--- config.mk ---
export PLATFORM = sky130hd
export DESIGN_NAME = hdlc_frm_stat_q
export DESIGN_NICKNAME = d
export VERILOG_FILES = /design/src/rtl/frm_stat_pkg.sv /design/src/rtl/frm_byte_cnt.sv /design/src/rtl/stat_fifo.sv /design/src/rtl/stat_rd_port.sv /design/src/rtl/hdlc_frm_stat_q.sv
export SDC_FILE = /design/constraint.sdc
export NUM_CORES = 1
export LEC_CHECK = 0
export ABC_AREA = 1
export BUFFER_PORTS_ARGS = -buffer_cell sky130_fd_sc_hd__buf_4
export CAP_MARGIN = 0
export CORE_AREA = 5 5 236 146
export DETAILED_ROUTE_END_ITERATION = 12
export DIE_AREA = 0 0 241 151
export HOLD_SLACK_MARGIN = 0.1
export SYNTH_ARGS = -nofsm -noshare
export SYNTH_HDL_FRONTEND = slang
export SYNTH_SLANG_ARGS = --single-unit
--- constraint.sdc ---
create_clock -name clk -period 3.8 [get_ports clk]
set_input_delay 0 -clock clk [delete_from_list [all_inputs] [get_ports clk]]
set_output_delay 0 -clock clk [all_outputs]
set_load 0.05 [all_outputs]
--- src/rtl/frm_stat_pkg.sv ---
// Shared types for the frame status queue: read addresses, queued status
// fields and the packing of the status byte seen by the CPU.
package frm_stat_pkg;

    typedef enum logic [1:0] {
        ADDR_STAT = 2'd0,
        ADDR_CLO  = 2'd1,
        ADDR_CHI  = 2'd2,
        ADDR_NONE = 2'd3
    } rd_addr_e;

    // Status fields that travel through the queue with each frame.
    typedef struct packed {
        logic       crc_err;
        logic       rx_ovr;
        logic [2:0] resid;
    } qstat_t;

    localparam int QSTAT_W = $bits(qstat_t);

    // Build the CPU status byte from live bits and queued fields.
    function automatic logic [7:0] status_byte(input logic all_sent,
                                               input logic parity,
                                               input logic eof,
                                               input qstat_t q);
        return {eof, q.crc_err, q.rx_ovr, parity, q.resid, all_sent};
    endfunction

endpackage

--- src/rtl/frm_byte_cnt.sv ---
// Per-frame byte counter.
// Counts rx_byte strobes and clears at every frame end, whether the queue is
// active or not. frame_cnt already includes a strobe that coincides with the
// end. crc_reset pulses in the cycle after each end.
// Assumes frame_end and rx_byte are single-cycle strobes in the clk domain.
module frm_byte_cnt #(
    parameter int CNT_W = 14
) (
    input  logic             clk,
    input  logic             rst_n,
    input  logic             chan_rst,
    input  logic             rx_byte,
    input  logic             frame_end,
    output logic [CNT_W-1:0] frame_cnt,
    output logic             crc_reset
);

    logic [CNT_W-1:0] cnt_q;

    assign frame_cnt = cnt_q + CNT_W'(rx_byte);

    // Hold the running byte count of the current frame.
    always_ff @(posedge clk) begin
        if (!rst_n || chan_rst)  cnt_q <= '0;
        else if (frame_end)      cnt_q <= '0;
        else if (rx_byte)        cnt_q <= frame_cnt;
    end

    // Issue a one-cycle CRC reset after each frame end.
    always_ff @(posedge clk) begin
        if (!rst_n || chan_rst) crc_reset <= 1'b0;
        else                    crc_reset <= frame_end;
    end

    // the counter is zero whenever the CRC strobe is out
    a_r5_cnt_zero_on_crc: assert property (@(posedge clk) disable iff (!rst_n)
        crc_reset |-> (cnt_q == '0));

    // a lone byte strobe advances the count by one
    a_r1_count_step: assert property (@(posedge clk) disable iff (!rst_n)
        (rx_byte && !frame_end && !chan_rst) |=> (cnt_q == $past(cnt_q) + 1'b1));

endmodule

--- src/rtl/stat_fifo.sv ---
// Circular queue of frame results with a depth that need not be a power of two.
// A push into a full queue is dropped and sets a sticky overrun flag. flush
// empties the queue. sticky_clr clears only the overrun flag.
// Assumes pop is asserted only by the read port, and a pop on empty is ignored.
module stat_fifo #(
    parameter int DEPTH = 10,
    parameter int W     = 19
) (
    input  logic         clk,
    input  logic         rst_n,
    input  logic         flush,
    input  logic         sticky_clr,
    input  logic         push,
    input  logic         pop,
    input  logic [W-1:0] wdata,
    output logic [W-1:0] rdata,
    output logic         empty,
    output logic         ovf_flag
);

    localparam int PW = (DEPTH > 1) ? $clog2(DEPTH) : 1;
    localparam int LW = $clog2(DEPTH + 1);

    logic [W-1:0]  mem [DEPTH];
    logic [PW-1:0] wr_ptr, rd_ptr;
    logic [LW-1:0] level;
    logic          full, do_push, do_pop;

    // Advance a pointer with wrap at DEPTH.
    function automatic logic [PW-1:0] ptr_next(input logic [PW-1:0] p);
        return (p == PW'(DEPTH - 1)) ? '0 : p + 1'b1;
    endfunction

    assign empty   = (level == '0);
    assign full    = (level == LW'(DEPTH));
    assign do_pop  = pop && !empty;
    assign do_push = push && (!full || do_pop);
    assign rdata   = mem[rd_ptr];

    // Store a pushed entry.
    always_ff @(posedge clk) begin
        if (do_push) mem[wr_ptr] <= wdata;
    end

    // Move pointers and level, with flush taking priority.
    always_ff @(posedge clk) begin
        if (!rst_n || flush) begin
            wr_ptr <= '0;
            rd_ptr <= '0;
            level  <= '0;
        end else begin
            if (do_push) wr_ptr <= ptr_next(wr_ptr);
            if (do_pop)  rd_ptr <= ptr_next(rd_ptr);
            case ({do_push, do_pop})
                2'b10:   level <= level + 1'b1;
                2'b01:   level <= level - 1'b1;
                default: level <= level;
            endcase
        end
    end

    // Keep the sticky overrun flag until a channel or power-on reset.
    always_ff @(posedge clk) begin
        if (!rst_n || sticky_clr)             ovf_flag <= 1'b0;
        else if (push && !flush && !do_push)  ovf_flag <= 1'b1;
    end

    // occupancy never exceeds the depth
    a_r3_level_bound: assert property (@(posedge clk) disable iff (!rst_n)
        level <= LW'(DEPTH));

    // a push into a full queue leaves it full and flags overrun
    a_r3_drop_when_full: assert property (@(posedge clk) disable iff (!rst_n)
        (push && full && !pop && !flush && !sticky_clr) |=> (full && ovf_flag));

    // the read port never pops an empty queue
    a_r10_no_underflow: assert property (@(posedge clk) disable iff (!rst_n)
        pop |-> !empty);

    // a flush leaves the queue empty
    a_r7_flush_empties: assert property (@(posedge clk) disable iff (!rst_n)
        flush |=> empty);

endmodule

--- src/rtl/stat_rd_port.sv ---
// CPU read port: sequences count-high, count-low, status reads and steers
// each read to the queue head or to the live status.
// The count-high read latches whether data was available. Only a status read
// after such a latch pops, and that read also clears the latch.
// Assumes at most one read per cycle and CNT_W between 9 and 14.
module stat_rd_port
    import frm_stat_pkg::*;
#(
    parameter int CNT_W = 14
) (
    input  logic             clk,
    input  logic             rst_n,
    input  logic             flush,
    input  logic             active,
    input  logic             rd_en,
    input  logic [1:0]       rd_addr,
    input  logic             fifo_empty,
    input  logic [CNT_W-1:0] head_cnt,
    input  qstat_t           head_stat,
    input  logic             ovf_flag,
    input  qstat_t           live_stat,
    input  logic             live_all_sent,
    input  logic             live_parity,
    input  logic             live_eof,
    output logic [7:0]       rd_data,
    output logic             pop
);

    localparam int HI_W = CNT_W - 8;

    logic       sel_q;
    logic       avail;
    logic [7:0] live_byte;
    logic [7:0] head_byte;
    logic       rd_chi, rd_stat;

    assign avail     = !fifo_empty;
    assign live_byte = status_byte(live_all_sent, live_parity, live_eof, live_stat);
    assign head_byte = status_byte(live_all_sent, live_parity, live_eof, head_stat);
    assign rd_chi    = rd_en && (rd_addr_e'(rd_addr) == ADDR_CHI);
    assign rd_stat   = rd_en && (rd_addr_e'(rd_addr) == ADDR_STAT);
    assign pop       = rd_stat && sel_q && active;

    // Latch the source selection on count-high and release it on status.
    always_ff @(posedge clk) begin
        if (!rst_n || flush)      sel_q <= 1'b0;
        else if (rd_chi)          sel_q <= avail;
        else if (rd_stat)         sel_q <= 1'b0;
    end

    // Select read data for the addressed register.
    always_comb begin
        rd_data = 8'h00;
        if (!active) begin
            if (rd_addr_e'(rd_addr) != ADDR_NONE) rd_data = live_byte;
        end else begin
            case (rd_addr_e'(rd_addr))
                ADDR_STAT: rd_data = sel_q ? head_byte : live_byte;
                ADDR_CLO:  rd_data = sel_q ? head_cnt[7:0] : 8'h00;
                ADDR_CHI:  rd_data = {ovf_flag, avail,
                                      avail ? 6'(head_cnt[CNT_W-1:CNT_W-HI_W]) : 6'd0};
                default:   rd_data = 8'h00;
            endcase
        end
    end

    // at most one pop per read sequence
    a_r9_single_pop: assert property (@(posedge clk) disable iff (!rst_n)
        pop |=> !pop);

    // the count-high read latches the data-available state
    a_r8_latch_avail: assert property (@(posedge clk) disable iff (!rst_n)
        (rd_chi && !flush) |=> (sel_q == $past(avail)));

endmodule

--- src/rtl/hdlc_frm_stat_q.sv ---
// Frame status queue top level.
// Joins the byte counter, the result queue and the CPU read port. The queue
// is active only in bit-oriented mode with the enable set. It is flushed
// while inactive and on channel reset.
// Assumes all inputs are synchronous to clk.
module hdlc_frm_stat_q
    import frm_stat_pkg::*;
#(
    parameter int CNT_W = 14,
    parameter int DEPTH = 10
) (
    input  logic       clk,
    input  logic       rst_n,
    input  logic       chan_rst,
    input  logic       fifo_en,
    input  logic       sdlc_mode,
    input  logic       rx_byte,
    input  logic       rx_eof,
    input  logic       rx_abort,
    input  logic [2:0] live_resid,
    input  logic       live_ovr,
    input  logic       live_crc_err,
    input  logic       live_all_sent,
    input  logic       live_parity,
    input  logic       live_eof,
    input  logic       rd_en,
    input  logic [1:0] rd_addr,
    output logic [7:0] rd_data,
    output logic       crc_reset
);

    localparam int ENT_W = CNT_W + QSTAT_W;

    logic             active, flush, frame_end, push, pop;
    logic             fifo_empty, ovf_flag;
    logic [CNT_W-1:0] frame_cnt;
    logic [ENT_W-1:0] head;
    qstat_t           live_stat;

    assign active    = fifo_en && sdlc_mode;
    assign flush     = chan_rst || !active;
    assign frame_end = rx_eof || rx_abort;
    assign push      = frame_end && active;
    assign live_stat = '{crc_err: live_crc_err, rx_ovr: live_ovr, resid: live_resid};

    frm_byte_cnt #(.CNT_W(CNT_W)) u_cnt (
        .clk       (clk),
        .rst_n     (rst_n),
        .chan_rst  (chan_rst),
        .rx_byte   (rx_byte),
        .frame_end (frame_end),
        .frame_cnt (frame_cnt),
        .crc_reset (crc_reset)
    );

    stat_fifo #(.DEPTH(DEPTH), .W(ENT_W)) u_fifo (
        .clk        (clk),
        .rst_n      (rst_n),
        .flush      (flush),
        .sticky_clr (chan_rst),
        .push       (push),
        .pop        (pop),
        .wdata      ({live_stat, frame_cnt}),
        .rdata      (head),
        .empty      (fifo_empty),
        .ovf_flag   (ovf_flag)
    );

    stat_rd_port #(.CNT_W(CNT_W)) u_rd (
        .clk           (clk),
        .rst_n         (rst_n),
        .flush         (flush),
        .active        (active),
        .rd_en         (rd_en),
        .rd_addr       (rd_addr),
        .fifo_empty    (fifo_empty),
        .head_cnt      (head[CNT_W-1:0]),
        .head_stat     (qstat_t'(head[ENT_W-1:CNT_W])),
        .ovf_flag      (ovf_flag),
        .live_stat     (live_stat),
        .live_all_sent (live_all_sent),
        .live_parity   (live_parity),
        .live_eof      (live_eof),
        .rd_data       (rd_data),
        .pop           (pop)
    );

    // every frame end, flag or abort, is followed by the CRC strobe
    a_r5_crc_strobe: assert property (@(posedge clk) disable iff (!rst_n)
        (frame_end && !chan_rst) |=> crc_reset);

    // an inactive queue never pops
    a_r6_no_pop_inactive: assert property (@(posedge clk) disable iff (!rst_n)
        !active |-> !pop);

endmodule

==> results of run 1 <==
[per-stage QoR]
stage | utilization, % | hold slack [ns] | power, mW
after floorplan | - | 0.0989 | 2.78
after global placement | 31.7 | 0.300 | 2.85
final | 34.6 | 0.146 | 5.12
after CTS | 34.6 | 0.127 | 5.16
after detailed placement | 31.7 | 0.304 | 2.85
after global routing | 34.6 | 0.152 | 5.29
[power by group through the flow]
stage               Sequential (mW)  Combinational, mW  Clock (mW)
global placement               2.70              0.151           0
floorplan                      2.70             0.0802           0
CTS                            2.64              0.164        2.35
finish                         2.64              0.163        2.32
global route                   2.64              0.176        2.47
detailed placement             2.70              0.152           0
[final timing paths]
path / end / slack (ns) / cells after the start
worst max-delay path: u_fifo.mem[0][5] / 0.78 / 13
worst min-delay path: u_fifo.level[0] / 0.15 / 6
worst max register to register: u_fifo.mem[0][5] / 1.16 / 11
worst min register to register: u_cnt.cnt_q[0] / 0.47 / 2
[Yosys cell counts (all sizes together), types with 3 or more instances]
| cell | count | share of area, % |
|---|---|---|
| o22ai | 10 | 0.66 |
| nand2 | 160 | 6.8 |
| ha | 3 | 0.40 |
| nand4 | 4 | 0.33 |
| nand3 | 52 | 2.8 |
| a21oi | 46 | 2.5 |
| dfxtp | 33 | 7.0 |
| xor2 | 11 | 1.0 |
| nor3 | 8 | 0.53 |
| nor2 | 137 | 5.5 |
| buf | 24 | 1.5 |
| o211ai | 18 | 1.4 |
| inv | 56 | 2.3 |
| o21ai | 92 | 4.9 |
| clkbuf | 17 | 0.67 |
| edfxtp | 190 | 60 |
[logic make-up after synthesis]
| logic type | share of synthesized area (%) |
|---|---|
| compound gates | 10.3 |
| xor+xnor | 1.20 |
| fa+ha+maj | 0.397 |
| buf+inv | 4.49 |
| flops | 67.3 |
| simple gates | 16.3 |
[flip-flops by register name, indices dropped and copies added (netlist names), named ones only]
signal / count
u_cnt.cnt_q: 14
u_cnt.crc_reset: 1
u_fifo.level: 4
u_fifo.mem: 190
u_fifo.ovf_flag: 1
u_fifo.rd_ptr: 4
u_fifo.wr_ptr: 4
u_rd.sel_q: 1
[routing by layer]
layer | global-route usage [%] | vias up | routed length, um
met4 | 2.90 | 0 | 370
met5 | 0 | - | 0
li1 | - | 3141 | -
met3 | 3.04 | 29 | 1790
met1 | 20.7 | 3199 | 12000
met2 | 19.2 | 206 | 10400
[worst max-delay path, stage by stage]
cell and delay (ns):
dlygate4sd3_1 0.57, buf_4 0.16, nor2_2 0.18, dlygate4sd3_1 0.62, nand2_2 0.07, nor2_4 0.12, nand2_4 0.11, nand2_2 0.11
nand2_4 0.08, inv_4 0.10, nand3_1 0.15, nor2_2 0.60, buf_4 0.35
[timing repair]
action | 4_1_cts | 5_1_grt
resized for setup | 0 | 0
endpoints found under the hold margin | 70 | 0
setup buffers | 0 | 0
hold buffers | 15 | 0
[placed cells by master, fill, tap and decap left out, types with 2 or more instances in the layout]
cell and count:
edfxtp_1 190, clkinv_2 4, nand2_2 6, xnor2_1 2, dlygate4sd3_1 15, nand2_4 4, inv_1 49, o21ai_0 82
o221ai_1 2, ha_1 3, clkbuf_16 23, xor2_1 11, nor2_1 126, clkbuf_1 3, inv_4 2, nor3_2 3
dfxtp_2 2, nor2_2 10, o21ai_1 10, inv_2 5, nand2_1 150, nor3_1 5, bufinv_16 4, buf_4 45
clkinv_1 6, dfxtp_1 31, a21oi_1 45, nand4_1 3, nand3_1 52, o211ai_1 18, a31oi_1 2, o22ai_1 10
[layout make-up]
class | count | area (um^2) | share of cell area (%)
Timing Repair Buffer | 61 | 508 | 4.58
Multi-Input combinational cell | 557 | 2690 | 24.3
Sequential cell | 223 | 6370 | 57.5
Antenna cell | 1 | 2.50 | 0.0226
Clock inverter | 13 | 159 | 1.43
Tap cell | 424 | 531 | 4.79
Clock buffer | 27 | 601 | 5.42
Inverter | 57 | 219 | 1.98
==> summary.md, run 1 <==
| Metric | Value |
|---|---|
| Finished Cell Area | 0.0111 mm^2 |
| Post-synth EDFFs | between 150 and 200 |
| Flop pwr share | 51.6% |
| Int Power | 4.09 mW |
| Setup Skew | 0.0194 ns |
| WS Path Type | input port to flip-flop |
| Fin. max-slew vios | 0 |
| Wire length per cell | 18.0 um |
| Starting Density | 29.5% |
| Data required, critical path | 4.01 ns |
| Fmax | 331 MHz |
| P_sw | 1.04 mW |
| Overflow after GRT | 0 |
| Class of the worst hold path | input port to flip-flop |
| Vias in the first global route | 6123 |
| Fillers | 3173 |
| Routed vias | between 6000 and 7000 |
| Synth async-reset ratio | 0% |
| Post-Layout Cell Count | 1363 |
| Post-layout min period | slightly above 3 ns |
| Clock Power Share | 45.2% |
| I/O pins | 28 |
| FF-to-FF Start | u_rd.sel_q |
| Worst setup path start | rd_addr[0] |
| Arrival time worst endpoint | 3.23 ns |
| Die ar. | 0.0364 mm^2 |
| Combinational Power Share | ~3.2% |
| Leakage power | 4.01 nW |
| Min-delay src | rx_abort |
| Max_cap viols | 0 |
| Final WL | 24500 um |
| Final GP Congestion | about 0.82 |
| Placed cell areas | 0.0102 mm^2 |
| Power density over cell area | 462 mW/mm^2 |
| DRC | 0 |
| Post-DP HPWL | 15700 um |
| Final worst-path cycle share | 79.5% |
| Clock Path Buffers | 3 |
| Gr usage total | 13.4% |
| H-tree depth | 1 |
| CP Launch Type | input port |
| Post-synthesis sequential area ratio | 67.3% |
| Initial antenna violation count | 1 |
| Setup TNS | 0 ns |
| Root Buffer | clkbuf_16 |
| Die Span X | 241 um |
| Post-Syn Area | 0.00946 mm^2 |
| Cells after Synth | just under 900 |
| First-pass GRT wire length | around 37000 um |
| CTS clk-pin slew, worst paths | 0.06 ns |
| First-pass iteration count of the detailed router | 5 |
| Yosys warning total | 0 |
| Die Y | 151 um |
| Placed insts | 1307 |
| Area Growth Syn to Fin | 17.2% |
| Status | complete, no violations |
| Worst-Skew Late Latency | 0.52 ns |
| Switching Fraction | between 20% and 30% |
| Layout cells sized above 1 | 12.3% |
| Place WS | about 1.2 ns |
| CTS tree | done |
| CP Max Fanout | 11 |
| CTS Buf Count | 22 |
| Worst slew pin tran | 1.14 ns |
| DRT iter0 DRCs | 547 |
| Fin. Hold Viols | 0 |
| Port Buffer Count | 27 |
| Remaining antenna violation count | 0 |
| Worst Setup End Kind | flip-flop |
| Largest net degree at the start of global routing | 64 |
| Core Region | roughly 0.032 mm^2 |
| Unique masters post-synth | 43 |
| Ys flop type | edfxtp_1 |
| RSZ-0062 raised after global routing | false |
| Clk sinks | around 220 |
| Slew HR | between 20% and 30% |
| Avg Inst Size Synth | 10.8 um^2 |
| Rows | a little over 50 |
| Fin worst setup slack | 0.781 ns |
| Endpoints failing setup | 0 |
| Final nets | 944 |
| DR vias/cell | 4.82 |
| Yosys reg bits | ~220 |
| Max VDD drop | 0.273 mV |
| Mapped Nets | 900 |
Power figures use the tool's default switching activity.
==> run 2, diff against run 1 <==
--- a/config.mk
+++ b/config.mk
@@ -5,12 +5,12 @@
 export SDC_FILE = /design/constraint.sdc
 export NUM_CORES = 1
 export LEC_CHECK = 0
-export ABC_AREA = 1
+export ABC_AREA = 0
 export BUFFER_PORTS_ARGS = -buffer_cell sky130_fd_sc_hd__buf_4
 export CAP_MARGIN = 0
-export CORE_AREA = 5 5 236 146
+export CORE_AREA = 5 5 235 145
 export DETAILED_ROUTE_END_ITERATION = 12
-export DIE_AREA = 0 0 241 151
+export DIE_AREA = 0 0 240 150
 export HOLD_SLACK_MARGIN = 0.1
 export SYNTH_ARGS = -nofsm -noshare
 export SYNTH_HDL_FRONTEND = slang
==> constraint.sdc (replaced) <==
create_clock -name clk -period 2.99 [get_ports clk]
set_input_delay 0 -clock clk [delete_from_list [all_inputs] [get_ports clk]]
set_output_delay 0 -clock clk [all_outputs]
set_load 0.05 [all_outputs]
==> summary.md, run 2 <==
| Metric | Value |
|---|---|
| CP Launch Type | flip-flop |
| Class of the worst hold path | input port to flip-flop |
| Fin. max-slew vios | 0 |
| Reg area | roughly 0.0064 mm^2 |
| Setup TNS | 0 ns |
| DRC | 0 |
| Yosys reg bits | 223 |
| First-pass GRT wire length | 33100 um |
| Largest register by flop count | u_fifo.mem |
| Max_cap viols | 0 |
| Crit-path slowest cell | mux2_2 |
| Starting Density | 29.4% |
| Switching Fraction | 19.9% |
| Root Buffer | clkbuf_16 |
| Synth area leader | edfxtp_1 |
| Clock Power Share | just over 40% |
| Final WL | 21600 um |
| Overflow after GRT | 0 |
| Unique masters post-synth | 56 |
| RSZ-0062 raised after global routing | false |
| Fillers | about 3100 |
| # diodes | 0 |
| Wire length per cell | 19.5 um |
| Die Y | 150 um |
| Routed vias | around 5400 |
| Post-synth top area share | approximately three fifths |
| Largest net degree at the start of global routing | 20 |
| Vias in the first global route | 5199 |
| I/O pins | 28 |
| Critical Path, Cell by Cell | buf_4, buf_6, mux2_2, a21boi_0, o221ai_1, a31oi_1, a31oi_1, buf_4 |
| Initial antenna violation count | 0 |
| Core Region | 0.0318 mm^2 |
| Remaining antenna violation count | 0 |
| DRT iter0 DRCs | 484 |
| Most frequent cells in the layout | 190 x edfxtp_1, 67 x mux2i_1, 55 x buf_4, 37 x nand2_1, 31 x dfxtp_1 |
| Synth async-reset ratio | 0% |
| Rows | between 50 and 60 |
| Post-DP HPWL | ~14000 um |
| Gr usage total | 12.1% |
| Power density over cell area | 553 mW/mm^2 |
| Setup Skew | 0.00975 ns |
| Avg Inst Size Synth | 15.2 um^2 |
| Post-synthesis sequential area ratio | 68.0% |
| First-pass iteration count of the detailed router | 5 |
| H-tree depth | 1 |
| Leakage power | 3.39 nW |
| Data required, critical path | 2.99 ns |
| Post-Syn Area | 0.00936 mm^2 |
| WS Path Type | flip-flop to output port |
| Ys flop type | edfxtp_1 |
| Synth top cells by count | 190 x edfxtp_1, 67 x mux2i_1, 37 x nand2_1 |
| Placed insts | 1061 |
| Cells after Synth | just over 600 |
| Worst-Skew Late Latency | 0.50 ns |
| Top-count cell post-synth | edfxtp_1 |
| DR vias/cell | between 4 and 5 |
| CTS tree | done |
| Int Power | 4.85 mW |
| Bufs and invs on worst path | 3 |
| Flop pwr share | a little under three fifths |
| Endpoints failing setup | 0 |
| Final GP Congestion | between 0.7 and 0.8 |
| Post-layout min period | 2.83 ns |
| Main area contributors after synthesis | edfxtp_1 61%, mux2i_1 7.2%, dfxtp_1 7.1% |
| Worst path max stage delay | about 0.4 ns |
| Post-Layout Cell Count | 1112 |
| Status | complete, no violations |
| Worst slew pin tran | just over 1 ns |
| Clock Path Buffers | 3 |
| Worst Setup End Kind | output port |
| Postcts setup bufs | 0 |
| P_sw | 1.21 mW |
| Multi-input logic area | 0.00281 mm^2 |
| CP Max Fanout | 19 |
| Max VDD drop | 0.323 mV |
| Die ar. | 0.0360 mm^2 |
| CTS clk-pin slew, worst paths | 0.06 ns |
| Die Span X | 240 um |
| CTS Buf Count | 20 |
| Yosys warning total | 0 |
| CP top delay family | buffers and inverters |
| Max FFs per register | 190 |
| Mapped Nets | 636 |
| Commonest non-fill, non-tap cell in the layout | edfxtp_1 |
| Clk sinks | 223 |
| Arrival time worst endpoint | 2.83 ns |
| Layout cells sized above 1 | 18.8% |
| Slew HR | 31.9% |
| Fin. Hold Viols | 0 |
| Fmax | 353 MHz |
| Post-synth EDFFs | 190 |
| Area Growth Syn to Fin | 17.1% |
| Biggest regs | u_fifo.mem x190, u_cnt.cnt_q x14 |
| Final worst-path cycle share | 94.8% |
| Combinational Power Share | 3.1% |
| Final nets | between 600 and 700 |
| Port Buffer Count | 27 |
-- run 2: repair_timing --
| item | CTS | global route |
|---|---|---|
| hold buffers | 15 | 0 |
| hold endpoints to repair | 71 | 0 |
| endpoints found under the setup margin | 0 | 1 |
| resized for setup | 0 | 1 |
-- run 2: worst min-delay path: cells and delay by family --
family,cells,cell delay [ns]
xor gates and xnor gates,1,0.15
AOI/OAI and AO/OA,1,0.12
buffers and inverters,1,0.11
and+or+nand+nor,2,0.24
-- run 2: logic make-up after synthesis --
family	Yosys count	share of synthesized area (%)
AOI/OAI and AO/OA	77	5.49
DFF	223	68.0
xor gates and xnor gates	30	2.81
buffers and inverters	40	2.53
adders and majority gates	3	0.401
muxes	94	12.6
and+or+nand+nor	147	8.14
-- run 2: per-layer routing --
metal / track usage [%] / routed length, um / vias to the layer above
li1: - / - / 2497
met1: 20.2 / 11700 / 2743
met2: 16.0 / 8390 / 148
met3: 2.89 / 1370 / 18
met4: 1.50 / 199 / 0
met5: 0 / 0 / -
-- run 2: final cells by class --
| type | count | share of cell area [%] |
|---|---|---|
| flip-flops and latches | 223 | 58.1 |
| multi-input cells | 351 | 25.6 |
| repair buffers | 72 | 5.42 |
| clock buffers | 30 | 5.29 |
| well taps | 424 | 4.84 |
| clock inverters | 6 | 0.491 |
| inverters | 6 | 0.206 |
-- run 2: metrics by stage --
stage	worst slack, ns	area, um^2	hold slack, ns	power [mW]	utilization, %
after floorplan	0.0803	9370	0.0989	3.52	-
after global placement	0.605	10200	0.268	3.60	31.9
after detailed placement	0.592	10200	0.268	3.60	31.9
after CTS	0.0556	11000	0.131	6.12	34.4
after global routing	0.0529	11000	0.186	6.28	34.4
final	0.157	11000	0.164	6.06	34.4
-- run 2: power groups by stage --
stage               clock [mW]  combinational (mW)  sequential [mW]
floorplan                    0              0.0993             3.43
global placement             0               0.177             3.42
detailed placement           0               0.178             3.42
CTS                       2.57               0.192             3.36
global route              2.72               0.205             3.35
finish                    2.51               0.190             3.36
-- run 2: worst paths after layout --
check | startpoint | slack [ns] | endpoint | cells after the start
min | sdlc_mode | 0.16 | u_fifo.wr_ptr[0] | 5
min reg2reg | u_cnt.cnt_q[0] | 0.50 | u_cnt.cnt_q[0] | 2
max reg2reg | u_fifo.level[0] | 0.17 | u_rd.sel_q | 6
max | flip-flop | 0.16 | rd_data[3] | 8
